## src/rtl/cpwm_pkg.sv

```systemverilog
`timescale 1ns/1ps
package cpwm_pkg;
  typedef enum logic {
    DIR_UP   = 1'b0,
    DIR_DOWN = 1'b1
  } cnt_dir_e;
endpackage

```

## src/rtl/cpwm_prescaler.sv

```systemverilog
`timescale 1ns/1ps
module cpwm_prescaler #(
  parameter int PSC_W = 8
) (
  input  logic             clk,
  input  logic             rst_n,
  input  logic [PSC_W-1:0] div_i,
  output logic             tick_o
);
  logic [PSC_W-1:0] psc_q, psc_d;

  always_comb begin
    tick_o = (psc_q >= div_i);
    psc_d  = tick_o ? '0 : psc_q + 1'b1;
  end

  always_ff @(posedge clk or negedge rst_n) begin
    if (!rst_n) psc_q <= '0;
    else        psc_q <= psc_d;
  end

  // after a tick the next one follows at once only for a divide of one
  p_tick_spacing_r2: assert property (@(posedge clk) disable iff (!rst_n)
    tick_o |=> (!tick_o || div_i == '0));
endmodule

```

## src/rtl/cpwm_carrier.sv

```systemverilog
`timescale 1ns/1ps
module cpwm_carrier
  import cpwm_pkg::*;
#(
  parameter int CNT_W = 12
) (
  input  logic             clk,
  input  logic             rst_n,
  input  logic             tick_i,
  input  logic [CNT_W-1:0] top_i,
  output logic [CNT_W-1:0] cnt_o,
  output logic             peak_o,
  output logic             valley_o
);
  logic [CNT_W-1:0] cnt_q, cnt_d;
  cnt_dir_e         dir_q, dir_d;

  always_comb begin
    cnt_d    = cnt_q;
    dir_d    = dir_q;
    peak_o   = 1'b0;
    valley_o = 1'b0;
    if (tick_i) begin
      if (dir_q == DIR_UP) begin
        cnt_d = cnt_q + 1'b1;
        if (cnt_q >= top_i - 1'b1) begin
          dir_d  = DIR_DOWN;
          peak_o = 1'b1;
        end
      end else begin
        if (cnt_q <= CNT_W'(1)) begin
          cnt_d    = '0;
          dir_d    = DIR_UP;
          valley_o = 1'b1;
        end else begin
          cnt_d = cnt_q - 1'b1;
        end
      end
    end
  end

  always_ff @(posedge clk or negedge rst_n) begin
    if (!rst_n) begin
      cnt_q <= '0;
      dir_q <= DIR_UP;
    end else begin
      cnt_q <= cnt_d;
      dir_q <= dir_d;
    end
  end

  assign cnt_o = cnt_q;

  p_cnt_in_range_r1: assert property (@(posedge clk) disable iff (!rst_n)
    cnt_q <= top_i);
  p_hold_without_tick_r2: assert property (@(posedge clk) disable iff (!rst_n)
    !tick_i |=> $stable(cnt_q));
endmodule

```

## src/rtl/cpwm_rep_timer.sv

```systemverilog
`timescale 1ns/1ps
module cpwm_rep_timer #(
  parameter int REP_W = 8
) (
  input  logic             clk,
  input  logic             rst_n,
  input  logic             peak_i,
  input  logic             valley_i,
  input  logic [REP_W-1:0] rep_i,
  output logic             fire_o
);
  logic [REP_W-1:0] rep_q, rep_d;
  logic             expired;

  always_comb begin
    expired = (rep_q == '0);
    fire_o  = valley_i && expired;
    rep_d   = rep_q;
    if (peak_i || valley_i) begin
      if (!expired)      rep_d = rep_q - 1'b1;
      else if (valley_i) rep_d = rep_i;
    end
  end

  always_ff @(posedge clk or negedge rst_n) begin
    if (!rst_n) rep_q <= '0;
    else        rep_q <= rep_d;
  end

  p_reload_on_fire_r6: assert property (@(posedge clk) disable iff (!rst_n)
    fire_o |=> rep_q == $past(rep_i));
  p_no_peak_fire_r6: assert property (@(posedge clk) disable iff (!rst_n)
    peak_i |-> !fire_o);
endmodule

```

## src/rtl/cpwm_center_update.sv

```systemverilog
`timescale 1ns/1ps
module cpwm_center_update #(
  parameter int CNT_W = 12,
  parameter int PSC_W = 8,
  parameter int REP_W = 8
) (
  input  logic             clk,
  input  logic             rst_n,
  input  logic [PSC_W-1:0] psc_div_i,
  input  logic [CNT_W-1:0] top_i,
  input  logic [REP_W-1:0] rep_i,
  input  logic             duty_wr_i,
  input  logic [CNT_W-1:0] duty_i,
  input  logic             irq_clr_i,
  output logic             pwm_o,
  output logic             update_o,
  output logic             irq_o
);
  localparam logic [CNT_W-1:0] TOP_MIN = CNT_W'(1);

  logic             tick, peak, valley, fire;
  logic [CNT_W-1:0] cnt;
  logic [CNT_W-1:0] top_eff;
  logic [CNT_W-1:0] duty_buf_q, duty_buf_d;
  logic [CNT_W-1:0] duty_act_q, duty_act_d;
  logic [CNT_W-1:0] top_act_q, top_act_d;
  logic             update_q, irq_q, irq_d;

  cpwm_prescaler #(.PSC_W(PSC_W)) u_psc (
    .clk(clk), .rst_n(rst_n), .div_i(psc_div_i), .tick_o(tick)
  );

  cpwm_carrier #(.CNT_W(CNT_W)) u_carrier (
    .clk(clk), .rst_n(rst_n), .tick_i(tick), .top_i(top_act_q),
    .cnt_o(cnt), .peak_o(peak), .valley_o(valley)
  );

  cpwm_rep_timer #(.REP_W(REP_W)) u_rep (
    .clk(clk), .rst_n(rst_n), .peak_i(peak), .valley_i(valley),
    .rep_i(rep_i), .fire_o(fire)
  );

  always_comb begin
    top_eff    = (top_i == '0) ? TOP_MIN : top_i;
    duty_buf_d = duty_wr_i ? duty_i : duty_buf_q;
    duty_act_d = fire ? duty_buf_q : duty_act_q;
    top_act_d  = fire ? top_eff : top_act_q;
    irq_d      = fire ? 1'b1 : (irq_clr_i ? 1'b0 : irq_q);
  end

  always_ff @(posedge clk or negedge rst_n) begin
    if (!rst_n) begin
      duty_buf_q <= '0;
      duty_act_q <= '0;
      top_act_q  <= TOP_MIN;
      update_q   <= 1'b0;
      irq_q      <= 1'b0;
    end else begin
      duty_buf_q <= duty_buf_d;
      duty_act_q <= duty_act_d;
      top_act_q  <= top_act_d;
      update_q   <= fire;
      irq_q      <= irq_d;
    end
  end

  assign pwm_o    = (duty_act_q >= top_act_q) || (cnt < duty_act_q);
  assign update_o = update_q;
  assign irq_o    = irq_q;

  p_update_at_valley_r5: assert property (@(posedge clk) disable iff (!rst_n)
    update_q |-> cnt == '0);
  p_update_single_r5: assert property (@(posedge clk) disable iff (!rst_n)
    update_q |=> !update_q);
  p_top_change_on_update_r8: assert property (@(posedge clk) disable iff (!rst_n)
    !$stable(top_act_q) |-> update_q);
  p_duty_change_on_update_r7: assert property (@(posedge clk) disable iff (!rst_n)
    !$stable(duty_act_q) |-> update_q);
  p_flag_set_r9: assert property (@(posedge clk) disable iff (!rst_n)
    update_q |-> irq_q);
  p_flag_sticky_r9: assert property (@(posedge clk) disable iff (!rst_n)
    (irq_q && !irq_clr_i) |=> irq_q);
endmodule

```

## config.mk

```make
export PLATFORM = sky130hd
export DESIGN_NAME = cpwm_center_update
export DESIGN_NICKNAME = d
export VERILOG_FILES = /design/src/rtl/cpwm_pkg.sv /design/src/rtl/cpwm_prescaler.sv /design/src/rtl/cpwm_carrier.sv /design/src/rtl/cpwm_rep_timer.sv /design/src/rtl/cpwm_center_update.sv
export SDC_FILE = /design/constraint.sdc
export NUM_CORES = 1
export LEC_CHECK = 0
export BUFFER_PORTS_ARGS = -buffer_cell sky130_fd_sc_hd__buf_2
export CAP_MARGIN = 20
export CORE_ASPECT_RATIO = 0.5
export CORE_UTILIZATION = 56
export CTS_BUF_LIST = sky130_fd_sc_hd__clkbuf_8
export CTS_CLUSTER_SIZE = 25
export DETAILED_ROUTE_END_ITERATION = 10
export HOLD_SLACK_MARGIN = 0.15
export PLACE_DENSITY = 0.9
export SYNTH_ARGS = -nofsm -noshare
export SYNTH_HDL_FRONTEND = slang
export SYNTH_SLANG_ARGS = --single-unit
```

## constraint.sdc

```tcl
create_clock -name clk -period 3.3 [get_ports clk]
set_clock_uncertainty 0.05 [all_clocks]
set_input_delay 0.165 -clock clk [delete_from_list [all_inputs] [get_ports clk]]
set_output_delay 0.165 -clock clk [all_outputs]
set_load 0.01 [all_outputs]
```

==> impl_metrics.yaml <==
status:
  status: "complete, no violations"
place:
  place.detailed.hpwl_um: 7870
  gp_congestion: 0.923
  placed_cells: 648
  portBuffers: 46
synthesis:
  synth_top_area_share_pct: 36.4
  netlist_instances: 501
  ys_ff_latch: 67
  yosysMostFrequentCell: "dfrtp_1"
  synth-edff-count: 0
  yosysTopAreaCell: "dfrtp_1"
  async_flop_share_pct: 100
  yosys_most_used_dff: "dfrtp_1"
  avgSynthCellArea_um2: 9.06
  synth_common_cells: "dfrtp_1 (66), ha_1 (50), nand2_1 (46), inv_1 (44), o21ai_0 (34)"
  yosys_warnings: 0
  syn_nets: 595
  ys_types: 49
  synth_area_leaders: "dfrtp_1 (36%), ha_1 (14%), nand2_1 (3.8%)"
  syn-cell-area_um2: 4540
  yosysSeqAreaShare_pct: 37.0
global_routing:
  antenna_found_initial: 0
  grt_pass1_vias: 4081
  grtUsageTotal_pct: 30.9
  grt_first_pass_wirelength_um: 19800
  gr-total-overflow: 0
  grt_max_degree: 49
clock_network:
  cts_root_buf: "clkbuf_8"
  htree_levels: 3
  cts_tree: "done"
  numCtsBuffers: 9
  clockBufferDepth: 2
  clock_latency_ns: 0.37
  clk_pin_slew_ns: 0.09
  clock_sinks: 67
sta:
  fmaxAchievable_mhz: 322
  worstMarginPinSlew_ns: 0.690
  hold_viol_final: 0
  relSlewSlack_pct: 53.9
  min_period_over_period_pct: 94.2
  hold_slack_ns: 0.187
  slew_viol_final: 0
  fin_crit_ns: 3.11
  setup_viol: 0
worst_setup_path:
  cp_max_fo: 8
  worstSetupPathType: "flip-flop to flip-flop"
  worst-path-buf-inv: 0
  end_kind: "flip-flop"
  crit_required_ns: 3.50
  cp_top_family: "simple AND/OR/NAND/NOR gates"
  cp_data_arrival_time_ns: 3.31
  cpPeakStageDelay_ns: 0.48
  critPathSlowestCell: "dfrtp_1"
  critPathLaunchType: "flip-flop"
  crit_chain: "nor4_4 > nand2_1 > nor3_1 > xnor2_1 > ha_1 > and4_1 > o2111ai_1 > a211oi_2 > o21a_2 > mux2_2"
cells_and_area:
  multiInputGateArea_um2: 2620
  area_growth_pct: 19.8
  n_antenna_cell: 0
  final_util_pct: 71.6
  num-fill-cells: 543
  seq_area_um2: 1680
  drive_gt1_share_pct: 19.6
  num-nets-final: 677
  layoutNonFillerInstCount: 696
worst_hold_path:
  hp-class: "primary input to flip-flop"
power:
  power.density_nw_per_um2: 457
  power.leakage_nw: 2.51
  peakVddDrop_v: 0.000297
routing:
  ant_nets: 0
  avgRoutedWirePerCell_um: 17.3
  initialDrtViolationCount: 348
  via_per_inst: 6.10
  drc: 0
  vias: 4245
  wirelength_um: 12100
  drt_pass1_iterations: 6
floorplan:
  core_area_um2: 7600
  ios: 47
  die_w_um: 129
  start_util_pct: 59.8
  rows: 22
  die_area_um2: 8490
  die_height_um: 65.7
flow_run:
  cap_violations: 0
==> report_power, final <==
group / internal [mW] / total (mW) / switching, mW / leakage (nW)
clock: 0.276 / 0.638 / 0.362 / 0.0837
combinational: 0.341 / 0.769 / 0.428 / 1.73
sequential: 0.914 / 1.08 / 0.164 / 0.695
==> routing by layer <==
| metal | track usage (%) | share of wire [%] |
|---|---|---|
| met2 | 48.6 | 45 |
| met3 | 8.47 | 9.5 |
| met4 | 13.2 | 2.8 |
| met1 | 40.3 | 43 |
| met5 | 0 | 0 |
==> flip-flops by register name (all words and copies together), names as in the netlist <==
signal           count
u_carrier.cnt_o     12
u_rep.rep_q          8
u_psc.psc_q          8
top_act_q           12
update_o             1
duty_act_q          12
u_carrier.dir_q      1
duty_buf_q          12
irq_o                1
==> layout by cell type (no fill, tap or decap), types with 11 or more instances in the layout <==
cell	Yosys	final
a21o_1	11	11
a21oi_1	24	24
buf_2	3	46
buf_4	0	12
dfrtp_1	66	66
dlygate4sd3_1	0	32
ha_1	50	50
inv_1	44	45
mux2_2	13	13
nand2_1	46	46
nand3_1	17	17
nor2_1	32	32
nor3_1	19	19
o21ai_0	34	34
o21ai_2	16	16
==> kinds of logic (layout without fill, tap and decap cells) <==
group | after synthesis | after routing | share of synthesized area [%]
buffers and inverters | 64 | 151 | 6.03
AOI/OAI and AO/OA | 133 | 133 | 19.8
and+or+nand+nor | 157 | 157 | 16.9
muxes | 15 | 15 | 3.66
adders and majority gates | 50 | 50 | 13.8
DFF | 67 | 67 | 37.0
xor gates and xnor gates | 15 | 15 | 2.89
==> stage by stage <==
| stage | setup TNS [ns] | total power, mW | setup WS, ns | area [um^2] |
|---|---|---|---|---|
| after global placement | 0 | 1.76 | 0.196 | 4910 |
| after global routing | -0.0250 | 2.64 | -0.0250 | 5440 |
| after CTS | 0 | 2.45 | 0.133 | 5410 |
| final | 0 | 2.49 | 0.191 | 5440 |
| after floorplan | 0 | 1.56 | 0.0364 | 4540 |
| after detailed placement | -0.00559 | 1.79 | -0.00559 | 4910 |
==> worst paths after layout <==
| kind | startpoint | endpoint | slack (ns) | cells past startpoint |
|---|---|---|---|---|
| setup reg to reg | top_act_q[3]$_DFFE_PN0P_ | u_rep.rep_q[1]$_DFFE_PN0P_ | 0.19 | 10 |
| max in group asynchronous | rst_n | top_act_q[6]$_DFFE_PN0P_ | 1.98 | 3 |
| hold / removal | rep_i[7] | u_rep.rep_q[7]$_DFFE_PN0P_ | 0.19 | 4 |
| hold reg to reg | duty_buf_q[4]$_DFFE_PN0P_ | duty_act_q[4]$_DFFE_PN0P_ | 0.44 | 2 |
| setup / recovery | top_act_q[3]$_DFFE_PN0P_ | u_rep.rep_q[1]$_DFFE_PN0P_ | 0.19 | 10 |
| min in group asynchronous | rst_n | u_carrier.cnt_o[4]$_DFFE_PN0N_ | 0.25 | 2 |
==> worst reg2reg max path, stage by stage (launching register included) <==
cell and delay, ns:
dfrtp_1 0.48, nor4_4 0.38, nand2_1 0.16, nor3_1 0.20
xnor2_1 0.09, ha_1 0.31, and4_1 0.24, o2111ai_1 0.19
a211oi_2 0.28, o21a_2 0.25, mux2_2 0.35
==> area by class of cell <==
type	instances	share of cell area, %
Inverter	44	3.04
Clock buffer	9	2.28
Timing Repair Buffer	91	12.1
Tap cell	108	2.49
Multi-Input combinational cell	370	48.2
Clock inverter	7	0.966
Sequential cell	67	30.9
==> timing repair <==
item | CTS | global route
resized for setup | 1 | 5
hold buffers | 32 | 0
buffers inserted | 0 | 0
setup endpoints to repair | 1 | 8
endpoints found under the hold margin | 50 | 0
(Power assumes the default switching activity.)
